==> src/rtl/psp_pkg.sv <==
// Shared width and settings record for the phase-shifted PWM generator.
// Assumes every count fits into PSP_CW bits.
package psp_pkg;
    localparam int PSP_CW = 8;

    typedef logic [PSP_CW-1:0] cnt_t;

    typedef struct packed {
        cnt_t per;    // clamped period
        cnt_t half;   // floor(per/2)
        cnt_t duty;   // clamped leg A turn-off count
        cnt_t phase;  // clamped leg B offset
        cnt_t dt;     // clamped deadtime
    } cfg_t;
endpackage

==> src/rtl/psp_shadow.sv <==
// Clamps the requested settings and holds them in shadow registers.
// Assumes load is asserted only at a period boundary or at start-up.
module psp_shadow
    import psp_pkg::*;
#(
    parameter int MIN_PERIOD = 4
) (
    input  logic clk,
    input  logic rst_n,
    input  logic load,
    input  cnt_t period_i,
    input  cnt_t duty_i,
    input  cnt_t phase_i,
    input  cnt_t dead_i,
    output cfg_t cfg
);
    localparam cnt_t MINP = cnt_t'(MIN_PERIOD);

    cfg_t nxt;
    cnt_t dmax;

    // Combinational clamp of the raw inputs into a consistent setting.
    always_comb begin
        nxt.per  = (period_i < MINP) ? MINP : period_i;
        nxt.half = nxt.per >> 1;
        nxt.dt   = (dead_i > nxt.half - 1'b1) ? nxt.half - 1'b1 : dead_i;
        dmax     = nxt.per - nxt.dt;
        nxt.duty = (duty_i > dmax) ? dmax : duty_i;
        if (nxt.duty < nxt.dt) nxt.duty = nxt.dt;
        nxt.phase = (phase_i >= nxt.per) ? nxt.per - 1'b1 : phase_i;
    end

    // Shadow register: captures the clamped setting on load only.
    always_ff @(posedge clk) begin
        if (!rst_n) cfg <= '0;
        else if (load) cfg <= nxt;
    end
endmodule

==> src/rtl/psp_counter.sv <==
// Free-running period counter with a start flag.
// Assumes per is at least 1 whenever run is high.
module psp_counter
    import psp_pkg::*;
(
    input  logic clk,
    input  logic rst_n,
    input  cnt_t per,
    output cnt_t cnt,
    output logic run,
    output logic load
);
    // Load request: first active cycle after reset, or the last count of a period.
    assign load = !run || (cnt == per - 1'b1);

    // Count state: wraps to zero on load, otherwise increments.
    always_ff @(posedge clk) begin
        if (!rst_n) begin
            run <= 1'b0;
            cnt <= '0;
        end else begin
            run <= 1'b1;
            cnt <= load ? '0 : cnt + 1'b1;
        end
    end
endmodule

==> src/rtl/psp_leg.sv <==
// One complementary leg: high side on while dt <= rel < len,
// low side on while rel >= len + dt; both registered.
// Assumes len + dt does not exceed the period.
module psp_leg
    import psp_pkg::*;
(
    input  logic clk,
    input  logic rst_n,
    input  logic run,
    input  cnt_t rel,
    input  cnt_t len,
    input  cnt_t dt,
    output logic hi_o,
    output logic lo_o
);
    logic [PSP_CW:0] lo_start;
    logic            hi_n;
    logic            lo_n;

    // Window decode for both sides of the leg with deadtime applied.
    always_comb begin
        lo_start = {1'b0, len} + {1'b0, dt};
        hi_n     = run && (rel >= dt) && (rel < len);
        lo_n     = run && ({1'b0, rel} >= lo_start);
    end

    // Output registers for the two gates.
    always_ff @(posedge clk) begin
        if (!rst_n) begin
            hi_o <= 1'b0;
            lo_o <= 1'b0;
        end else begin
            hi_o <= hi_n;
            lo_o <= lo_n;
        end
    end
endmodule

==> src/rtl/pshift_pwm.sv <==
// Phase-shifted two-leg PWM generator. Leg A runs a programmable duty.
// Leg B runs half and half, with its turn-on delayed from leg A by a
// phase count. Settings take effect only at a period boundary.
// Assumes a single clock domain and inputs synchronous to clk.
module pshift_pwm
    import psp_pkg::*;
#(
    parameter int MIN_PERIOD = 4,
    parameter int NUM_LEGS   = 2
) (
    input  logic             clk,
    input  logic             rst_n,
    input  logic [PSP_CW-1:0] period_i,
    input  logic [PSP_CW-1:0] duty_i,
    input  logic [PSP_CW-1:0] phase_i,
    input  logic [PSP_CW-1:0] dead_i,
    output logic             gate_p1,
    output logic             gate_n1,
    output logic             gate_p2,
    output logic             gate_n2
);
    cfg_t cfg;
    cnt_t cnt;
    logic run;
    logic load;
    cnt_t rel [NUM_LEGS];
    cnt_t len [NUM_LEGS];
    logic hi  [NUM_LEGS];
    logic lo  [NUM_LEGS];

    psp_counter u_cnt (
        .clk   (clk),
        .rst_n (rst_n),
        .per   (cfg.per),
        .cnt   (cnt),
        .run   (run),
        .load  (load)
    );

    psp_shadow #(.MIN_PERIOD(MIN_PERIOD)) u_shd (
        .clk      (clk),
        .rst_n    (rst_n),
        .load     (load),
        .period_i (period_i),
        .duty_i   (duty_i),
        .phase_i  (phase_i),
        .dead_i   (dead_i),
        .cfg      (cfg)
    );

    // Per-leg position in period and on-length; leg B is phase-rotated.
    always_comb begin
        rel[0] = cnt;
        len[0] = cfg.duty;
        rel[1] = (cnt >= cfg.phase) ? cnt - cfg.phase
                                    : cnt + (cfg.per - cfg.phase);
        len[1] = cfg.half;
    end

    for (genvar k = 0; k < NUM_LEGS; k++) begin : g_leg
        psp_leg u_leg (
            .clk   (clk),
            .rst_n (rst_n),
            .run   (run),
            .rel   (rel[k]),
            .len   (len[k]),
            .dt    (cfg.dt),
            .hi_o  (hi[k]),
            .lo_o  (lo[k])
        );
    end

    assign gate_p1 = hi[0];
    assign gate_n1 = lo[0];
    assign gate_p2 = hi[1];
    assign gate_n2 = lo[1];
endmodule

==> config.mk <==
export PLATFORM = sky130hd
export DESIGN_NAME = pshift_pwm
export DESIGN_NICKNAME = d
export VERILOG_FILES = /design/src/rtl/psp_pkg.sv /design/src/rtl/psp_shadow.sv /design/src/rtl/psp_counter.sv /design/src/rtl/psp_leg.sv /design/src/rtl/pshift_pwm.sv
export SDC_FILE = /design/constraint.sdc
export NUM_CORES = 1
export LEC_CHECK = 0
export BUFFER_PORTS_ARGS = -buffer_cell sky130_fd_sc_hd__buf_4
export CORE_UTILIZATION = 64
export CTS_BUF_LIST = sky130_fd_sc_hd__clkbuf_2
export CTS_CLUSTER_SIZE = 16
export DETAILED_ROUTE_END_ITERATION = 8
export HOLD_SLACK_MARGIN = 0.06
export PLACE_DENSITY = 0.88
export SYNTH_ARGS = -nofsm -noshare
export SYNTH_HDL_FRONTEND = slang
export SYNTH_SLANG_ARGS = --single-unit
export TNS_END_PERCENT = 100
==> constraint.sdc <==
create_clock -name clk -period 9 [get_ports clk]
set_clock_uncertainty 0.1 [all_clocks]
set_input_delay 0.9 -clock clk [delete_from_list [all_inputs] [get_ports clk]]
set_output_delay 0.9 -clock clk [all_outputs]
set_load 0.1 [all_outputs]
-- Yosys cells after proc, flatten, opt, wreduce, memory -nomap -nowiden
Cells that the tools add are included.
- memories kept: 0
- bits in latches: 0
- bits in read-only memories: 0
- output and inout bits: 4
- input port bits: 34
- logic and storage cells: 51
- bits in registers: 52
- RAM bits: 0
- shift-type cells: 0
- multiply operators: 0
- reduce and logical (&&, ||, !) cells: 9
- eq/ne operators: 1
- add/sub/neg operators: 10
- mux-type cells: 7
- magnitude comparators: 12
- bitwise logic cells: 1
- div/mod/pow operators: 0
- operators with widths (cell ; count):
    $mux W8 ; 6
    $ge A8 B8 Y1 ; 4
    $sub A8 B8 Y8 ; 3
    $ge A8 B9 Y1 ; 2
    $gt A8 B8 Y1 ; 2
    $lt A8 B8 Y1 ; 2
    $sub A8 B1 Y8 const B ; 2
    $add A7 B8 Y9 ; 1
    $add A8 B8 Y9 ; 1
    $add A8 B1 Y8 const B ; 1
    $add A8 B8 Y8 ; 1
    $eq A8 B8 Y1 ; 1
    $lt A8 B3 Y1 const B ; 1
    $lt A8 B7 Y1 ; 1
    $sub A7 B1 Y8 const B ; 1
    $logic_and A1 B1 Y1 ; 6
    $reduce_or A2 Y1 ; 1
    $logic_not A1 Y1 ; 1
    $logic_or A1 B1 Y1 ; 1
    $mux W1 ; 1
    $not A1 Y1 ; 1

-- Longest topological paths before layout
Gate-level depths: netlist (run 1).
- word-level depth: 10
- gate-level depth with buffers: 37
- depth with buffers taken out: 34

-- Modules after synthesis
A second synthesis (run 1) with hierarchy kept.
- cell total of the unflattened synthesis: 796
- area total of the unflattened synthesis: 6572.6 um2
- by module, submodules not included (module ; sequential area each (um2) ; instances ; cells an instance ; area each (um2)):
    psp_shadow ; 640.6 ; 1 ; 376 ; 3105.5
    pshift_pwm ; 0.0 ; 1 ; 131 ; 1017.2
    psp_leg at g_leg[1].u_leg ; 40.0 ; 1 ; 114 ; 904.6
    psp_leg at g_leg[0].u_leg ; 40.0 ; 1 ; 105 ; 872.1
    psp_counter ; 180.2 ; 1 ; 70 ; 673.1

-- Worst setup path after synthesis (run 1)
OpenSTA, ideal clock, no wires.
- path kind: input port to flip-flop
- from: input port period_i[5]
- to: register u_shd.cfg[17] (netlist name)
- required time: 8814 ps
- arrival time: 7960 ps
- stages on the path: 33
- library setup time: 86 ps
- buffers on the path: 2
- path slack: 854 ps
- cell sequence: clkbuf_1 -> nor4_1 -> a21oi_1 -> ha_1 -> ha_1 -> a21oi_1 -> o21a_1 -> o21ai_1 -> nand3_1 -> a21oi_1 -> ha_1 -> inv_1 -> nor2_1 -> a32o_1 -> or4_4 -> nand2_1 -> ha_1 -> a21o_1 -> a21o_1 -> o22ai_1 -> nor2_1 -> a32o_1 -> a31oi_1 -> nand3_1 -> ha_1 -> nand3_1 -> a21boi_0 -> o21ai_0 -> or2b_2 -> a21o_1 -> buf_2 -> mux2i_1 -> a211oi_1
- word-level cells in the longest chain between the ends: 10
- RTL lines (item ; line ; RTL):
    from (decl) ; pshift_pwm.sv:13 ; input logic [PSP_CW-1:0] period_i,
    $lt A8 B3 Y1 ; psp_shadow.sv:24 ; nxt.per = (period_i < MINP) ? MINP : period_i;
    $mux W8 (*) ; psp_shadow.sv:24 ;
    $sub A7 B1 Y8 ; psp_shadow.sv:26 ; nxt.dt = (dead_i > nxt.half - 1'b1) ? nxt.half - 1'b1 : dead_i;
    $gt A8 B8 Y1 ; psp_shadow.sv:26 ;
    $mux W8 ; psp_shadow.sv:26 ;
    $sub A8 B8 Y8 ; psp_shadow.sv:27 ; dmax = nxt.per - nxt.dt;
    $gt A8 B8 Y1 ; psp_shadow.sv:28 ; nxt.duty = (duty_i > dmax) ? dmax : duty_i;
    $mux W8 ; psp_shadow.sv:28 ;
    $lt A8 B8 Y1 ; psp_shadow.sv:29 ; if (nxt.duty < nxt.dt) nxt.duty = nxt.dt;
    $mux W8 (*) ; psp_shadow.sv:29 ;
Mark *: on every way between the ends. The rest lies on a longest branch, timed or not.
A chain may end at the register's enable or synchronous reset.

-- Final worst setup path (run 1)
- from: input port period_i[6]
- to: register u_shd.cfg[22] (netlist name)
- word-level cells in the longest chain between the ends: 10
- RTL lines (item ; line):
    $lt A8 B3 Y1 ; psp_shadow.sv:24
    $mux W8 (*) ; psp_shadow.sv:24
    $sub A7 B1 Y8 ; psp_shadow.sv:26
    $gt A8 B8 Y1 ; psp_shadow.sv:26
    $mux W8 ; psp_shadow.sv:26
    $sub A8 B8 Y8 ; psp_shadow.sv:27
    $gt A8 B8 Y1 ; psp_shadow.sv:28
    $mux W8 ; psp_shadow.sv:28
    $lt A8 B8 Y1 ; psp_shadow.sv:29
    $mux W8 (*) ; psp_shadow.sv:29
Marked as above.

==> results of run 1 <==
==> sequential cells by signal (all words and copies together), names as in the netlist <==
| name | flops |
|---|---|
| g_leg.u_leg.lo_o | 2 |
| u_shd.cfg | 32 |
| u_cnt.run | 1 |
| u_cnt.cnt | 8 |
| g_leg.u_leg.hi_o | 2 |
==> area by class of cell <==
cell class / count / area [um^2]
fillers: 724 / 2740
multi-input cells: 592 / 4670
clock inverters: 2 / 35.0
well taps: 111 / 139
clock buffers: 5 / 25.0
diodes: 1 / 2.50
inverters: 87 / 327
flip-flops and latches: 45 / 901
repair buffers: 47 / 353
==> Yosys cell counts (9+ instances only) <==
cell	instances	area (um^2)
a21oi_1	60	300
nor3_1	20	100
o21ai_0	43	215
o21bai_1	13	97.6
nand3_1	24	120
nor2_1	25	93.8
xnor2_1	40	350
nor2b_1	12	75.1
a21o_1	29	218
inv_1	85	319
a211oi_1	9	67.6
nand2_1	45	169
nand2b_1	15	93.8
o211ai_1	10	75.1
ha_1	112	1400
fa_1	11	220
clkbuf_1	14	52.6
dfxtp_1	45	901
xor2_1	10	87.6
==> power by group through the flow <==
stage,combinational (mW),sequential (mW),clock (mW)
detailed placement,0.715,0.253,0
CTS,0.722,0.249,0.110
floorplan,0.527,0.263,0
global placement,0.683,0.252,0
global route,0.826,0.253,0.118
finish,0.730,0.249,0.109
==> per-layer routing <==
layer  routed length [um]  GRT usage, %  up-vias
met4                  821          19.9        0
met1                 6600          38.9     2639
met5                    0             0        -
met2                 8050          63.7      181
li1                     -             -     2748
met3                  683          3.02       67
==> cell families (layout without fill, tap and decap cells) <==
group,count (synthesis),count (layout)
compound gates,225,225
xor+xnor,52,52
fa+ha+maj,124,124
buf+inv,110,141
flops,45,45
mux,8,8
other cells,1,2
simple gates,182,182
==> path summary, 6_finish.rpt <==
check               start                   to  slack, ns  cells after the start
min          u_shd.cfg[9]         u_shd.cfg[9]       0.41                      2
max reg2reg  u_cnt.cnt[0]  g_leg[1].u_leg.lo_o       3.81                     21
max           period_i[6]        u_shd.cfg[22]       0.80                     34
min reg2reg  u_shd.cfg[9]         u_shd.cfg[9]       0.41                      2
==> metrics by stage <==
stage / hold slack [ns] / instances / util [%] / cell area [um^2] / power (mW)
floorplan: 0.369 / 747 / - / 6050 / 0.790
global placement: 0.385 / 882 / 69.5 / 6390 / 0.934
detailed placement: 0.392 / 882 / 69.5 / 6390 / 0.968
CTS: 0.417 / 889 / 70.2 / 6450 / 1.08
global route: 0.461 / 890 / 70.2 / 6450 / 1.20
finish: 0.407 / 890 / 70.2 / 6450 / 1.09
==> critical path, delay by kind of cell <==
family                     cells  cell delay, ns
buffers and inverters          2            0.28
and+or+nand+nor               12            2.68
AOI/OAI and AO/OA             15            3.00
adders and majority gates      5            1.59
==> metrics.cfg, run 1 <==
[run]
cap_violations = 0

[power]
p_sw_share_pct = 46.4
p_int_uw = 583
vdd_drop_max_v = 0.000105
p_sw_uw = 505
p_clk_share_pct = 10.0
pwr-share-seq_pct = 22.9
power_leakage_nw = 3.01
p_per_area_nw_per_um2 = 169
p_comb_share_pct = 67.1

[synthesis]
async_flop_share_pct = 0
yosysWarningCount = 0
muxShareOfSynthArea_pct = 1.35
synth_edf_count = 0
ys_types = 77
ys_ff_latch = 45
synth-adder-area-share_pct = 27.0
avgSynthCellArea_um2 = 8.09
syn_inst = 747
synthSimpleGateAreaFrac_pct = 15.9
syn-num-nets = 904
synth-xor-area-share_pct = 7.99
netlist_area_um2 = 6050
ys.flop_type = dfxtp_1
synth_compound_area_share_pct = 25.0
synth_top_family_by_area = adder cells
ys_seq_area_share_pct = 14.9

[setup_path]
end_kind = flip-flop
startpoint_type = primary input
path_max_fanout = 10
crit_top_cell = ha_1
max_stage_delay_ns = 0.52
required_ns = 9.25
slowest_stage = nor4_1
crit_type = primary input to flip-flop
arrival_ns = 8.45

[grt]
grt_first_pass_wirelength_mm = 27.1
grt_pass1_vias = 5703
grt_max_degree = 22
antenna_found_initial = 1
globalRouteOverflowTotal = 0
track_usage_pct = 34.5

[cts]
path_clk_slew_ns = 0.22
cts.sinks = 45
cts_resized = 0
clock_path_buffers = 2
cts_setup_buffers = 0
clkLatencyLatePin_ns = 0.43
holdBufCountCts = 0
cts-buffers-inserted = 5
cts_tree = built
cts.root.buffer_cell = clkbuf_2
htree_levels = 2

[drt]
detail-route-antenna-nets = 0
drtIter0Drc = 306
wl_mm = 16.2
viasPerCell = 6.33
firstDrtPassIters = 5
wl_per_cell_um = 18.2
drc = 0
dr_total_vias = 5635

[place]
portBuffers = 37
hpwl_mm = 13.5
post-place-ws_ns = 0.419
finalWeightedCongestion = 0.951

[die]
initial_utilization_pct = 65.7
rows = 35
ioPinCount = 38
dieArea_um2 = 9840
die_y_um = 99.2
core_um2 = 9200
die_w_um = 99.2

[timing]
setup_ws_ns = 0.804
drv_slew = 0
setup_viol = 0
hold_violations = 0
max_freq_ghz = 0.122
rsz0062_at_grt = false
post-route-period-util_pct = 91.1
tightest_slew_ns = 0.874
fin_crit_ns = 8.20
fin_setup_tns_ns = 0
max_slew_margin_pct = 41.7

[worst_hold_path]
hold_class = flip-flop to flip-flop

[layout]
drive_gt1_share_pct = 9.64
area_delta_synth_final_pct = 6.77
final_common_cell = ha_1
final_cell_mix = ha_1 (112), inv_1 (85), a21oi_1 (60)
layout.nets = 935

[run_status]
status = complete, no violations

No activity file was read; power rests on OpenSTA's default activity.
==> run 2, diff against run 1 <==
--- a/config.mk
+++ b/config.mk
@@ -12,6 +12,7 @@
 export DETAILED_ROUTE_END_ITERATION = 8
 export HOLD_SLACK_MARGIN = 0.06
 export PLACE_DENSITY = 0.88
+export RECOVER_POWER = 25
 export SYNTH_ARGS = -nofsm -noshare
 export SYNTH_HDL_FRONTEND = slang
 export SYNTH_SLANG_ARGS = --single-unit
==> metrics.cfg, run 2 (synthesized netlist as in run 1, its figures left out) <==
[timing]
fin_setup_tns_ns = 0
hold_violations = 0
max_freq_ghz = 0.122
setup_viol = 0
post-route-period-util_pct = 91.0
drv_slew = 0
rsz0062_at_grt = false
max_slew_margin_pct = 22.2
timing.hold.ws_ns = 0.407
fin_crit_ns = 8.19
tightest_slew_ns = 1.17

[layout]
largest_reg_flops = 32
regMostFlops = u_shd.cfg
fillers = 731
seq_area_um2 = 901
final_area_um2 = 6430
final_cell_mix = ha_1 (112), inv_1 (85), a21oi_1 (60)
area_delta_synth_final_pct = 6.39
layout.nets = 935
drive_gt1_share_pct = 8.87
reg_top3 = u_shd.cfg: 32 flops, u_cnt.cnt: 8 flops
multi_input_comb_area_um2 = 4670
final_common_cell = ha_1

[grt]
globalRouteOverflowTotal = 0
busiest_layer = met2
grt_pass1_vias = 5703
grt_use_met3_pct = 3.02
track_usage_pct = 34.5
gr-usage-met1_pct = 38.9
antenna_found_initial = 1
gr-usage-met2_pct = 63.7
grt_first_pass_wirelength_mm = 27.1
grt_max_degree = 22

[place]
hpwl_mm = 13.5
finalWeightedCongestion = 0.951
place_area_um2 = 6390
portBuffers = 37

[die]
initial_utilization_pct = 65.7
ioPinCount = 38
dieArea_um2 = 9840
die_w_um = 99.2
die_y_um = 99.2
core_um2 = 9200
rows = 35

[drt]
wl_per_cell_um = 18.2
viasPerCell = 6.37
dr_total_vias = 5669
drc = 0
detail-route-antenna-nets = 0
drtIter0Drc = 314
wl_mm = 16.2
firstDrtPassIters = 5

[cts]
path_clk_slew_ns = 0.23
holdBufCountCts = 0
cts-buffers-inserted = 5
cts_setup_buffers = 0
cts_resized = 0
clkLatencyLatePin_ns = 0.43
htree_levels = 2
cts.root.buffer_cell = clkbuf_2
cts.sinks = 45
cts_tree = built
clock_path_buffers = 2

[setup_path]
end_kind = flip-flop
crit_top_cell = ha_1
crit_type = primary input to flip-flop
path_max_fanout = 10
rr_worst_depth = 21
required_ns = 9.26
startpoint_type = primary input
max_stage_delay_ns = 0.52
arrival_ns = 8.45
r2r_slack_ns = 3.80
slowest_stage = nor4_1

[run]
cap_violations = 0

[power]
vdd_drop_max_v = 0.000106
power_leakage_nw = 2.98
p_per_area_nw_per_um2 = 169

[run_status]
status = complete, no violations

[worst_hold_path]
whs_path_depth = 2
hold_class = flip-flop to flip-flop

[run 2: cell types whose count changed in the layout (fill, tap and decap cells not counted)]
cell	change
buf_4	-6
clkbuf_1	+6
[run 2: power by group]
| group | switching [mW] | internal, mW |
|---|---|---|
| Sequential | 0.0267 | 0.223 |
| Combinational | 0.415 | 0.313 |
| Clock | 0.0646 | 0.0451 |
| Total | 0.506 | 0.581 |
[run 2: final cells by class]
cell class	instances	share of cell area (%)
clock buffer	5	0.389
multi-input combinational	592	72.7
clock inverter	2	0.545
sequential	45	14.0
antenna	1	0.0389
tap	111	2.16
inverter	87	5.08
timing repair buffer	47	5.14
[run 2: critical path: cells and delay by family]
family | cells | cell delay (ns)
adder cells (fa/ha/maj) | 5 | 1.42
AO/OA/AOI/OAI | 14 | 2.96
buffers and inverters | 2 | 0.29
multiplexers | 1 | 0.42
AND/OR/NAND/NOR | 11 | 2.45
[run 2: worst paths after layout]
check / startpoint / endpoint
max: period_i[6] / u_shd.cfg[22]
min: u_shd.cfg[9] / u_shd.cfg[9]
max reg2reg: u_cnt.cnt[0] / g_leg[1].u_leg.lo_o
min reg2reg: u_shd.cfg[9] / u_shd.cfg[9]
[run 2: per-stage QoR]
stage | power, mW | worst slack [ns] | util, % | instances
6_report | 1.09 | 0.809 | 69.9 | 890
5_1_grt | 1.19 | 0.188 | 69.9 | 890
4_1_cts | 1.08 | 0.908 | 70.2 | 889
3_5_place_dp | 0.968 | 0.419 | 69.5 | 882
3_3_place_gp | 0.934 | 0.601 | 69.5 | 882
2_1_floorplan | 0.790 | 0.854 | - | 747
[run 2: layer usage]
metal	up-vias	wire (um)
li1	2752	-
met2	196	8040
met4	0	826
met1	2652	6660
met5	-	0
met3	69	693
